### config.mk
export PLATFORM = sky130hd
export DESIGN_NAME = iir8ch
export DESIGN_NICKNAME = d
export VERILOG_FILES = /design/src/rtl/iir8ch.sv
export SDC_FILE = /design/constraint.sdc
export NUM_CORES = 1
export LEC_CHECK = 0
export BUFFER_PORTS_ARGS = -buffer_cell sky130_fd_sc_hd__buf_4
export CAP_MARGIN = 20
export CORE_MARGIN = 5
export CORE_UTILIZATION = 30
export CTS_BUF_LIST = sky130_fd_sc_hd__clkbuf_16
export CTS_CLUSTER_SIZE = 28
export DETAILED_ROUTE_END_ITERATION = 7
export PLACE_DENSITY = 0.55
export SYNTH_ARGS = -nofsm -noshare
export SYNTH_HDL_FRONTEND = slang
export SYNTH_SLANG_ARGS = --single-unit
### constraint.sdc
create_clock -name clk -period 22 [get_ports clk]
set_input_delay 3.3 -clock clk [delete_from_list [all_inputs] [get_ports clk]]
set_output_delay 3.3 -clock clk [all_outputs]
set_load 0.05 [all_outputs]
### src/rtl/iir8ch.sv
module iir8ch #(
  parameter int DW   = 16,
  parameter int CW   = 16,
  parameter int FRAC = 14,
  parameter int NCH  = 8,
  parameter logic signed [CW-1:0] B0 = 16'sd4096,
  parameter logic signed [CW-1:0] B1 = 16'sd8192,
  parameter logic signed [CW-1:0] B2 = 16'sd4096,
  parameter logic signed [CW-1:0] A1 = -16'sd13107,
  parameter logic signed [CW-1:0] A2 = 16'sd4915
) (
  input  logic                       clk,
  input  logic                       rst,
  input  logic                       clr,
  input  logic                       in_valid,
  input  logic [$clog2(NCH)-1:0]     in_ch,
  input  logic signed [DW-1:0]       in_x,
  output logic                       out_valid,
  output logic [$clog2(NCH)-1:0]     out_ch,
  output logic signed [DW-1:0]       out_y
);
  localparam int CHW  = $clog2(NCH);
  localparam int ACCW = DW + CW + 3;
  localparam logic signed [ACCW-1:0] HI = {{(ACCW-DW+1){1'b0}}, {(DW-1){1'b1}}};
  localparam logic signed [ACCW-1:0] LO = ~HI;

  logic signed [DW-1:0] xd1 [NCH];
  logic signed [DW-1:0] xd2 [NCH];
  logic signed [DW-1:0] yd1 [NCH];
  logic signed [DW-1:0] yd2 [NCH];

  logic signed [ACCW-1:0] acc, shf;
  logic signed [DW-1:0]   ysat;

  assign acc = ACCW'(in_x)         * ACCW'(B0)
             + ACCW'(xd1[NCH-1])   * ACCW'(B1)
             + ACCW'(xd2[NCH-1])   * ACCW'(B2)
             - ACCW'(yd1[NCH-1])   * ACCW'(A1)
             - ACCW'(yd2[NCH-1])   * ACCW'(A2);
  assign shf  = acc >>> FRAC;
  assign ysat = (shf > HI) ? HI[DW-1:0] : (shf < LO) ? LO[DW-1:0] : shf[DW-1:0];

  always_ff @(posedge clk) begin
    if (rst || clr) begin
      for (int i = 0; i < NCH; i++) begin
        xd1[i] <= '0; xd2[i] <= '0; yd1[i] <= '0; yd2[i] <= '0;
      end
      out_valid <= 1'b0;
      out_ch    <= '0;
      out_y     <= '0;
    end else begin
      out_valid <= in_valid;
      if (in_valid) begin
        xd1[0] <= in_x;
        xd2[0] <= xd1[NCH-1];
        yd1[0] <= ysat;
        yd2[0] <= yd1[NCH-1];
        for (int i = 1; i < NCH; i++) begin
          xd1[i] <= xd1[i-1]; xd2[i] <= xd2[i-1];
          yd1[i] <= yd1[i-1]; yd2[i] <= yd2[i-1];
        end
        out_ch <= in_ch;
        out_y  <= ysat;
      end
    end
  end

  assert_tag_follows_R2: assert property (@(posedge clk) disable iff (rst || clr)
    in_valid |=> out_valid && out_ch == $past(in_ch));
  assert_idle_no_valid_R2: assert property (@(posedge clk) disable iff (rst || clr)
    !in_valid |=> !out_valid);
  assert_idle_holds_R6: assert property (@(posedge clk) disable iff (rst)
    (!in_valid && !clr) |=> $stable(out_y) && $stable(out_ch));
  assert_clear_zeroes_R7: assert property (@(posedge clk) disable iff (rst)
    clr |=> out_y == '0 && !out_valid);
endmodule

Word-level counts from Yosys, hierarchy flattened
Memory sizes are Yosys's and may differ from the RTL's.
Cells that the tools add are included.
{ "totals": {"ramBits": 512, "register_bits": 20, "output_inout_bits": 20, "memories": 4, "word_cells": 87, "input_bits": 23} }
{ "classes": {"bitwise": 32, "mux": 39, "magnitude_cmp": 2, "reduce_logical": 1, "mul": 2, "add_sub_neg": 4} }
{ "memory_table": {"columns": ["name", "depth", "width", "rd", "rd_ports_with_merged_regs", "wr", "line", "source"], "rows": [
  ["xd1", 8, 16, 8, 0, 8, "27", "logic signed [DW-1:0] xd1 [NCH];"],
  ["xd2", 8, 16, 8, 0, 8, "28", "logic signed [DW-1:0] xd2 [NCH];"],
  ["yd1", 8, 16, 8, 0, 8, "29", "logic signed [DW-1:0] yd1 [NCH];"],
  ["yd2", 8, 16, 8, 0, 8, "30", "logic signed [DW-1:0] yd2 [NCH];"]
]} }
{ "ops": {"columns": ["cell", "n"], "rows": [
  ["$mux W16", 34],
  ["$sub A32 B30 Y33", 1],
  ["$or A1 B1 Y1", 32],
  ["$sub A31 B31 Y32", 1],
  ["$add A30 B28 Y31", 1],
  ["$mul A16 B15 Y31 const B", 1],
  ["$add A28 B29 Y30", 1],
  ["$mul A16 B14 Y30 const B", 1],
  ["$gt A19 B16 Y1 const B", 1],
  ["$lt A19 B16 Y1 const B", 1],
  ["$mux W1", 5],
  ["$logic_or A1 B1 Y1", 1]
]} }

Depth between registers and ports, before layout
{ "depth": {"word_depth": 8, "ltp_mapped": 29, "ltp_nobuf": 27} }

Least setup slack after synthesis
No wires, ideal clock.
{ "synth_timing": {"path_type": "input port to flip-flop", "from": "input port in_valid", "to": "memory xd1[0][0] (enable)", "stages": 4, "t_arrival_ns": 13.747, "setup_time_ns": 0.856, "path_slack_ns": 7.398, "required_ns": 21.144, "path_buffers": 2, "path_cell_list": "clkbuf_1 nor2_1 clkbuf_1 inv_1"} }
{ "synth_lines": {"columns": ["element", "line", "source"], "rows": [
  ["start, declared", "15", "input logic in_valid,"],
  ["end, declared", "27", null]
]} }

==> results.json <==
{
  "finish.net_count": 2959,
  "hold_ws_ps": 463,
  "r2r_cells": 23,
  "post-dp-hpwl_um": 43800,
  "rows": 118,
  "synth_seq_cells": 532,
  "status": "finished clean",
  "overflow": 0,
  "seqCellArea_mm2": 0.0158,
  "layout_commonest_cell": "edfxtp_1",
  "ant_nets": 0,
  "viasPerCell": 4.38,
  "max_stage_delay_ps": 820,
  "clk_latency_ps": 610,
  "hold_depth": 1,
  "core-area_mm2": 0.104,
  "rsz0062_at_grt": "false",
  "fillerInstances": 10288,
  "clkTransAtPathRegs_ps": 60,
  "cts_hold_buf": 0,
  "dr_total_vias": 16805,
  "period_needed_ps": 10050,
  "synthFlopType": "edfxtp_1",
  "netlist_instances": 2402,
  "tightestPinTransition_ps": 1140,
  "multi_input_area_mm2": 0.0135,
  "grt_usage_pct": 11.4,
  "yosysWarnings": 0,
  "crit_family": "adder cells",
  "area_delta_synth_final_pct": 11.4,
  "avgSynthCellArea_um2": 13.1,
  "crit_buf_inv": 5,
  "wl_per_cell_um": 16.5,
  "die-area_mm2": 0.112,
  "r2r-start": "yd2[0][124]",
  "grt_pass1_vias": 17556,
  "numClockSinks": 532,
  "cts_max_path_buffers": 3,
  "pin_count": 43,
  "h-tree-depth": 2,
  "yosysSeqAreaShare_pct": 50.1,
  "cp-start-kind": "input pin",
  "syn-cell-area_mm2": 0.0315,
  "postCtsSetupBuffers": 0,
  "hold_path.startpoint": "out_y[15]",
  "relSlewSlack_pct": 24.1,
  "cp_slowest_cell": "o31ai_4",
  "die_w_um": 334,
  "synth-edff-count": 512,
  "gp_congestion": 0.855,
  "drv_slew": 0,
  "io_buffers": 42,
  "clock.fmax_mhz": 99.5,
  "drtPass1Iterations": 4,
  "timing.final.crit_share_pct": 45.7,
  "drtIter0Drc": 1177,
  "grt_first_pass_wirelength_um": 101000,
  "antenna_found_initial": 1,
  "crit_type": "in2reg",
  "drive_gt1_share_pct": 5.83,
  "setup_viol": 0,
  "reg2reg_to": "yd1[0][12]",
  "die_h_um": 334,
  "synthArstFlopShare_pct": 0,
  "r2r_slack_ps": 13910,
  "drc": 0,
  "worstSetupEndpointType": "flip-flop",
  "crit_top_cell": "fa_1",
  "required_ps": 22300,
  "grt_max_degree": 214,
  "fin_tns_setup_ps": 0,
  "hold-path-endpoint": "out_y[15]",
  "syn_nets": 2955,
  "clockRootBuffer": "clkbuf_16",
  "critPathMaxFanout": 28,
  "start_util_pct": 30.3,
  "hold_viol": 0,
  "yosysUniqueCellTypes": 58,
  "cp.arrival_ps": 10350,
  "drv_cap": 0,
  "hold_path_class": "reg2reg",
  "cts_tree": "yes",
  "numCtsBuffers": 56,
  "layout_common_cells": "edfxtp_1 (512), inv_1 (500), and3_1 (373)",
  "wl_um": 63200,
  "cp_cell_sequence": "buf_4 > inv_1 > fa_1 > ha_1 > inv_1 > fa_1 > inv_1 > fa_1 > inv_1 > fa_1 > fa_1 > fa_1 > fa_1 > ha_1 > and2_0 > a21oi_1 > o21ai_0 > a21boi_0 > a21oi_1 > or3_1 > and2_4 > o31ai_4 > o21ai_0",
  "clock_skew_ps": 17.4,
  "ctsResizeCount": 0
}
==> Yosys cell counts, drive strengths merged, types with 3 or more instances <==
cell / count / area, µm²
a211oi: 6 / 50.1
a21o: 12 / 91.3
a21oi: 31 / 155
and2: 136 / 853
and3: 373 / 2330
buf: 10 / 80.1
clkbuf: 99 / 372
dfxtp: 20 / 400
edfxtp: 512 / 15400
fa: 290 / 5810
ha: 240 / 3000
inv: 483 / 1810
mux2i: 3 / 30.0
nand2: 39 / 149
nand3: 11 / 55.1
nand4: 5 / 31.3
nor2: 21 / 78.8
nor2b: 3 / 18.8
o211ai: 17 / 133
o21ai: 34 / 170
o21bai: 3 / 22.5
xnor2: 14 / 123
xor2: 6 / 52.6
==> registers in the layout (all words and copies together), names as in the netlist <==
name       flops
xd2          128
out_y         16
out_ch         3
yd1          128
yd2          128
out_valid      1
xd1          128
==> worst max-delay path by stage <==
stage,start,to,depth (start not counted)
2_1_floorplan,in_valid,xd1[0][0],4
3_5_place_dp,in_x[6],yd1[0][12],23
6_report,in_x[6],yd1[0][12],23
3_3_place_gp,in_x[6],yd1[0][3],23
5_1_grt,in_x[4],yd1[0][8],25
4_1_cts,in_x[6],yd1[0][2],23
==> logic make-up after synthesis <==
group / after synthesis / share of synthesized area [%]
and+or+nand+nor: 597 / 11.4
buffers and inverters: 592 / 7.19
DFF: 532 / 50.1
adders and majority gates: 530 / 28.0
AOI/OAI and AO/OA: 128 / 2.72
xor gates and xnor gates: 20 / 0.556
muxes: 3 / 0.0954
==> layout make-up <==
class / instances / area share (%)
Sequential cell: 532 / 45.0
Clock inverter: 46 / 1.18
Multi-Input combinational cell: 1278 / 38.4
Timing Repair Buffer: 55 / 1.27
Tap cell: 1380 / 4.92
Clock buffer: 57 / 4.07
Antenna cell: 2 / 0.0143
Inverter: 483 / 5.19
==> routing by layer <==
metal,up-vias,wire length (µm),GRT usage (%)
met5,-,0,0
met1,8525,30900,16.6
met3,71,1830,1.54
met2,177,29200,18.2
met4,0,1200,2.58
li1,8032,-,-
==> per-stage QoR <==
step                      setup slack (ps)  instances  utilization [%]  cell area, µm²
after global placement               11320       3728             32.0           33200
after global routing                 11540       3831             33.7           35100
final                                11950       3833             33.7           35100
after detailed placement             11270       3728             32.0           33200
after floorplan                       7400       2402                -           31500
after CTS                            11910       3831             33.7           35100
Power is not shown: default switching activity piles up to over one toggle a cycle in this logic, so the estimate is an artifact.
